==> src/rtl/twolvl_irq_pkg.sv <==
package twolvl_irq_pkg;
  localparam int ID_W = 10;
  localparam logic [ID_W-1:0] NO_IRQ = 10'd1023;

  localparam logic [12:0] OFF_CTRL    = 13'h000;
  localparam logic [12:0] OFF_EN_SET  = 13'h030;
  localparam logic [12:0] OFF_EN_CLR  = 13'h034;
  localparam logic [12:0] OFF_ROUTE   = 13'h100;
  localparam logic [12:0] OFF_ACK     = 13'h044;
  localparam logic [12:0] OFF_MSK_SET = 13'h048;
  localparam logic [12:0] OFF_MSK_CLR = 13'h04C;

  function automatic logic num_in_range(input logic [31:0] v, input int nsrc);
    return v < 32'(nsrc);
  endfunction

  function automatic logic [31:0] ctrl_word(input int nsrc);
    return 32'(nsrc) << 2;
  endfunction

  function automatic logic route_applies(input int n, input int local_last);
    return n > local_last;
  endfunction
endpackage

==> src/rtl/irq_state_regs.sv <==
module irq_state_regs #(
  parameter int NUM_SRC = 64,
  parameter int NUM_CPU = 4,
  parameter int IDX_W   = 6,
  parameter int CPU_W   = 2
) (
  input  logic                       clk,
  input  logic                       rst_n,
  input  logic                       en_set,
  input  logic                       en_clr,
  input  logic                       msk_set,
  input  logic                       msk_clr,
  input  logic                       route_wr,
  input  logic [CPU_W-1:0]           cpu,
  input  logic [IDX_W-1:0]           num,
  input  logic [IDX_W-1:0]           route_idx,
  input  logic [NUM_CPU-1:0]         route_val,
  output logic [NUM_SRC-1:0]         gen_en,
  output logic [NUM_CPU*NUM_SRC-1:0] cpu_mask,
  output logic [NUM_SRC*NUM_CPU-1:0] route
);
  for (genvar n = 0; n < NUM_SRC; n++) begin : g_src
    always_ff @(posedge clk) begin
      if (!rst_n) gen_en[n] <= 1'b0;
      else if (en_set && num == IDX_W'(n)) gen_en[n] <= 1'b1;
      else if (en_clr && num == IDX_W'(n)) gen_en[n] <= 1'b0;
    end

    always_ff @(posedge clk) begin
      if (!rst_n) route[n*NUM_CPU +: NUM_CPU] <= '0;
      else if (route_wr && route_idx == IDX_W'(n))
        route[n*NUM_CPU +: NUM_CPU] <= route_val;
    end

    for (genvar c = 0; c < NUM_CPU; c++) begin : g_cpu
      always_ff @(posedge clk) begin
        if (!rst_n) cpu_mask[c*NUM_SRC+n] <= 1'b1;
        else if (msk_set && cpu == CPU_W'(c) && num == IDX_W'(n))
          cpu_mask[c*NUM_SRC+n] <= 1'b1;
        else if (msk_clr && cpu == CPU_W'(c) && num == IDX_W'(n))
          cpu_mask[c*NUM_SRC+n] <= 1'b0;
      end
    end
  end
endmodule

==> src/rtl/irq_pick.sv <==
module irq_pick
  import twolvl_irq_pkg::*;
#(
  parameter int NUM_SRC = 64
) (
  input  logic [NUM_SRC-1:0] elig,
  output logic [ID_W-1:0]    id,
  output logic               any
);
  always_comb begin
    id = NO_IRQ;
    for (int i = NUM_SRC - 1; i >= 0; i--) begin
      if (elig[i]) id = ID_W'(i);
    end
  end
  assign any = |elig;
endmodule

==> src/rtl/twolvl_irq_ctrl.sv <==
module twolvl_irq_ctrl
  import twolvl_irq_pkg::*;
#(
  parameter int NUM_SRC    = 64,
  parameter int NUM_CPU    = 4,
  parameter int LOCAL_LAST = 28,
  parameter int ADDR_W     = 14,
  parameter int CPU_W      = (NUM_CPU > 1) ? $clog2(NUM_CPU) : 1
) (
  input  logic               clk,
  input  logic               rst_n,
  input  logic [NUM_SRC-1:0] src_lvl,
  input  logic [CPU_W-1:0]   bus_cpu,
  input  logic               bus_wr,
  input  logic               bus_rd,
  input  logic [ADDR_W-1:0]  bus_addr,
  input  logic [31:0]        bus_wdata,
  output logic [31:0]        bus_rdata,
  output logic [NUM_CPU-1:0] irq_req
);
  localparam int IDX_W     = (NUM_SRC > 1) ? $clog2(NUM_SRC) : 1;
  localparam int ROUTE_END = 32'h100 + 4 * NUM_SRC;

  logic [12:0] off;
  logic        in_bank;
  logic        num_ok, cpu_ok, rt_hit;
  logic [12:0] rt_rel;
  logic [IDX_W-1:0] rt_idx, wr_num;
  logic wr_en_set, wr_en_clr, wr_msk_set, wr_msk_clr, wr_route;

  assign off     = bus_addr[12:0];
  assign in_bank = bus_addr[ADDR_W-1];
  assign num_ok  = num_in_range(bus_wdata, NUM_SRC);
  assign cpu_ok  = 32'(bus_cpu) < 32'(NUM_CPU);
  assign rt_rel  = off - OFF_ROUTE;
  assign rt_hit  = !in_bank && off >= OFF_ROUTE && 32'(off) < ROUTE_END && off[1:0] == 2'b00;
  assign rt_idx  = rt_rel[IDX_W+1:2];
  assign wr_num  = bus_wdata[IDX_W-1:0];

  assign wr_en_set  = bus_wr && !in_bank && off == OFF_EN_SET && num_ok;
  assign wr_en_clr  = bus_wr && !in_bank && off == OFF_EN_CLR && num_ok;
  assign wr_msk_set = bus_wr && in_bank && off == OFF_MSK_SET && num_ok && cpu_ok;
  assign wr_msk_clr = bus_wr && in_bank && off == OFF_MSK_CLR && num_ok && cpu_ok;
  assign wr_route   = bus_wr && rt_hit;

  logic [NUM_SRC-1:0]         gen_en;
  logic [NUM_CPU*NUM_SRC-1:0] cpu_mask;
  logic [NUM_SRC*NUM_CPU-1:0] route;

  irq_state_regs #(
    .NUM_SRC(NUM_SRC), .NUM_CPU(NUM_CPU), .IDX_W(IDX_W), .CPU_W(CPU_W)
  ) state_i (
    .clk(clk), .rst_n(rst_n),
    .en_set(wr_en_set), .en_clr(wr_en_clr),
    .msk_set(wr_msk_set), .msk_clr(wr_msk_clr),
    .route_wr(wr_route), .cpu(bus_cpu), .num(wr_num),
    .route_idx(rt_idx), .route_val(bus_wdata[NUM_CPU-1:0]),
    .gen_en(gen_en), .cpu_mask(cpu_mask), .route(route)
  );

  logic [ID_W-1:0]         pick_id [NUM_CPU];
  logic [NUM_CPU*ID_W-1:0] pick_flat;

  for (genvar c = 0; c < NUM_CPU; c++) begin : g_cpu
    logic [NUM_SRC-1:0] elig;
    for (genvar n = 0; n < NUM_SRC; n++) begin : g_src
      if (route_applies(n, LOCAL_LAST)) begin : g_routed
        assign elig[n] = src_lvl[n] & gen_en[n] & ~cpu_mask[c*NUM_SRC+n] & route[n*NUM_CPU+c];
      end else begin : g_local
        assign elig[n] = src_lvl[n] & gen_en[n] & ~cpu_mask[c*NUM_SRC+n];
      end
    end
    irq_pick #(.NUM_SRC(NUM_SRC)) pick_i (
      .elig(elig), .id(pick_id[c]), .any(irq_req[c])
    );
    assign pick_flat[c*ID_W +: ID_W] = pick_id[c];
  end

  logic [NUM_CPU-1:0] route_rd;
  logic [31:0]        rd_val;
  assign route_rd = route[rt_idx*NUM_CPU +: NUM_CPU];

  always_comb begin
    rd_val = '0;
    if (!in_bank) begin
      if (off == OFF_CTRL) rd_val = ctrl_word(NUM_SRC);
      else if (rt_hit)     rd_val = 32'(route_rd);
    end else if (off == OFF_ACK) begin
      rd_val = cpu_ok ? 32'(pick_id[bus_cpu]) : 32'(NO_IRQ);
    end
  end

  always_ff @(posedge clk) begin
    if (!rst_n)      bus_rdata <= '0;
    else if (bus_rd) bus_rdata <= rd_val;
    else             bus_rdata <= '0;
  end
endmodule

==> config.mk <==
export PLATFORM = sky130hd
export DESIGN_NAME = twolvl_irq_ctrl
export DESIGN_NICKNAME = d
export VERILOG_FILES = /design/src/rtl/twolvl_irq_pkg.sv /design/src/rtl/irq_state_regs.sv /design/src/rtl/irq_pick.sv /design/src/rtl/twolvl_irq_ctrl.sv
export SDC_FILE = /design/constraint.sdc
export NUM_CORES = 2
export LEC_CHECK = 0
export BUFFER_PORTS_ARGS = -buffer_cell sky130_fd_sc_hd__buf_2
export CAP_MARGIN = 20
export CORE_ASPECT_RATIO = 0.6
export CORE_UTILIZATION = 35
export DETAILED_ROUTE_END_ITERATION = 16
export MAX_ROUTING_LAYER = met4
export PLACE_DENSITY = 0.52
export RECOVER_POWER = 100
export SYNTH_ARGS = -nofsm -noshare
export SYNTH_HDL_FRONTEND = slang
export SYNTH_SLANG_ARGS = --single-unit
export TNS_END_PERCENT = 30
==> constraint.sdc <==
create_clock -name clk -period 2.1 [get_ports clk]
set_input_delay 0.105 -clock clk [delete_from_list [all_inputs] [get_ports clk]]
set_output_delay 0.105 -clock clk [all_outputs]
set_load 0.03 [all_outputs]
==> run metrics <==
period utilization=136%; R2R cell count=11; Clock transition at path regs=0.07 ns; Setup WS post-layout=-0.764 ns; total CTS buffers=58; slowest cell delay on critical path=0.43 ns; Starting Density=35.7%; IO Count=152; Slew Viols, Final=0; Top cell by count, worst path=buf_4; vias in the first global route=26.9k; Die H=226 um; largest net degree at the start of global routing=~170; sequential power share=47.0%; Post-synth EDFFs=0; Peak Freq=349 MHz; final core occ=around 47%; routed len/inst=about 27 um; Slew HR=31.9%; register area share after synthesis=roughly 40%; antenna violations before repair=11; Sw Ratio=between 20% and 30%; RD Place Congestion=1.06; Clock Sinks=584; Synth cell types=68; total power per unit cell area=604 nW/um2; status=finished with violations; Post-Syn Area=29400 um2; clk root buf=clkbuf_16; Pleak=about 0.015 uW; cell count after synthesis=3200; Psw=5810 uW; Worst Hold Path Cells=3; Peak VDD IR=0.550 mV; clock network power share=47.7%; layout cells sized above 1=28.7%; Async S/R FF share, synth=0%; routed vias=30.0k; Multi-input gate area=17000 um2; Post-Route WL=139000 um; CP endpoint kind=output pin; Pint=roughly 18000 uW; Crit-path slowest cell=nor4_2; P&R area growth vs syn=32.7%; number of synthesized register bits=584; worst-path cell chain=nand4b_1 -> buf_4 -> nand4_1 -> nor4_2 -> buf_4 -> nand4_1 -> buf_4 -> buf_6; hold slack=-0.00490 ns; H-tree depth=2; register area=11700 um2; CORE AREA=82200 um2; clock buffer depth=3; number of remaining DRC errors=0; Die Area=roughly 85000 um2; Layout Cells excl Fill=5122; critical path data arrival time=roughly 2.8 ns; dpl cells=4978; drt first pass iters=5; CTS tree=done; GRT Residual Overflow=0; Fin. Hold Viols=1; Routed Antenna Nets=0; endpoints failing setup=roughly 460; Setup crit start kind=flip-flop; Comb pwr share=5.3%; Detail Placement HPWL=around 110000 um; max_cap viols=0; num rows=81; RSZ-0062 raised after global routing=true; via/cell ratio=5.86; CP required=2.00 ns; DRT iter0 DRCs=approximately 4.3k; HP Class=input port to flip-flop; yosys warns=0; Syn Area/Cell=9.17 um2; Worst Path Class, Setup=flip-flop to output pin; Tightest Pin Transition=1.02 ns; crit path time final=2.86 ns; critical path fanouts, max=6; failing checks=hold timing, setup timing; Most used DFF post-synth=dfxtp_1; die width=376 um; final net count=4062; crit-path leading delay family=simple AND/OR/NAND/NOR gates; CP bufs+invs=4; Layout fillers=between 7k and 8k; final setup skew=0.0297 ns; CP Depth=8; first-pass GRT wire length=198000 um; GRT Util Overall=~33%; later-pin clock latency in the skew report=about 0.67 ns; port bufs=129
[state kept, by name (all words and copies together), names as in the netlist]
| register | flops |
|---|---|
| bus_rdata | 8 |
| state_i.cpu_mask | 256 |
| state_i.route | 256 |
| state_i.gen_en | 64 |
[stage by stage]
| step | power (uW) | hold WS [ns] | TNS, ns | instance area (um2) | setup slack, ns |
|---|---|---|---|---|---|
| CTS | 23600 | 0.0108 | -5.29 | 38700 | -0.679 |
| detailed placement | 12500 | 0.493 | -87.21 | 36400 | -0.705 |
| finish | 23500 | -0.00490 | -147.30 | 39000 | -0.764 |
| floorplan | 12000 | 0.305 | -0.00545 | 29500 | -0.00373 |
| global route | 24100 | 0.0318 | -216.49 | 38900 | -0.818 |
| global placement | 12500 | 0.484 | -76.19 | 36400 | -0.632 |
[worst min-delay path: cells and delay by family]
family	cells	cell delay, ns
buffers and inverters	1	0.22
AO/OA/AOI/OAI	2	0.28
[cells in the mapped netlist (all sizes together) (7+ instances only)]
library cell	instances	area, um2
a211oi	22	165
a21boi	29	218
a21oi	39	195
a31oi	8	50.1
and2	83	519
and3	9	56.3
and4b	42	420
buf	54	359
clkbuf	172	646
dfxtp	584	11700
inv	21	78.8
mux2i	235	2350
mux4	83	1870
nand2	220	828
nand2b	22	138
nand3	22	110
nand3b	22	165
nand4	43	269
nand4b	122	1070
nor2	133	499
nor2b	248	1550
nor3	47	240
nor4	28	175
o2111ai	11	96.3
o211ai	276	2070
o21a	7	52.6
o21ai	471	2360
o22ai	49	307
o31ai	10	75.1
o32ai	7	61.3
or2	11	68.8
[power groups by stage]
stage,Clock (uW),Sequential [uW],Combinational [uW]
finish,11200,11100,1250
global route,11800,11100,1300
CTS,11300,11100,1220
detailed placement,0,11300,1200
global placement,0,11300,1200
floorplan,0,11300,642
[metal layers]
metal | up-vias | routed length, um | GRT usage [%]
met3 | 105 | 19100 | 10.7
met1 | 14700 | 69400 | 52.4
li1 | 13600 | - | -
met2 | 1637 | 49200 | 39.0
met4 | 0 | 1520 | 4.31
met5 | - | 0 | -
[placed cells by master (no fill, tap or decap), drive strengths merged, types with 9 or more instances in the layout]
cell     synthesis  final
o22ai           49     49
nand2b          22     22
a211oi          22     22
mux2i          235    235
a21oi           39     39
or2             11     11
conb             1     22
clkbuf         172    101
nor2b          248    248
o2111ai         11     11
nand2          220    220
and2            83     83
a21boi          29     29
and3             9      9
diode            0     12
o21ai          471    471
and4b           42     42
clkinv           0     19
nor2           133    133
nand4b         122    122
nand3b          22     22
o211ai         276    276
inv             21     21
nor4            28     28
nand3           22     22
mux4            83     83
buf             54    857
nand4           43     43
dfxtp          584    584
o31ai           10     10
nor3            47     47
[what timing repair did]
| item | in CTS | in global routing |
|---|---|---|
| setup endpoints to repair | 12 | 18 |
| gates resized for setup | 48 | 62 |
| buffers inserted | 16 | 7 |
| hold buffers | 7 | 0 |
| hold endpoints to repair | 31 | 0 |
| pin swaps | 25 | 28 |
[worst paths after layout]
kind,from,end,slack [ns]
worst min register to register,state_i.cpu_mask[165],state_i.cpu_mask[165],0.50
worst max register to register,state_i.gen_en[59],bus_rdata[8],-0.58
worst min-delay path,bus_cpu[0],bus_rdata[1],-0.005
worst max-delay path,state_i.gen_en[60],irq_req[0],-0.76
[cell families (layout without fill, tap and decap cells)]
kind of cell           count (synthesis)  in the layout  share of synthesized area (%)
multiplexers                         318            318                           14.4
buffers and inverters                247           1016                           3.69
AND/OR/NAND/NOR                     1073           1073                           21.4
AO/OA/AOI/OAI                        977            977                           20.7
flip-flops                           584            584                           39.8
other                                  1             34                         0.0128
[cell type report]
cell class / instances / area share [%]
flip-flops and latches: 584 / 30.1
repair buffers: 891 / 17.3
inverters: 21 / 0.202
clock buffers: 74 / 4.11
multi-input cells: 2390 / 43.7
diodes: 12 / 0.0771
clock inverters: 30 / 0.919
well taps: 1120 / 3.60
No activity file was read; power rests on OpenSTA's default activity.
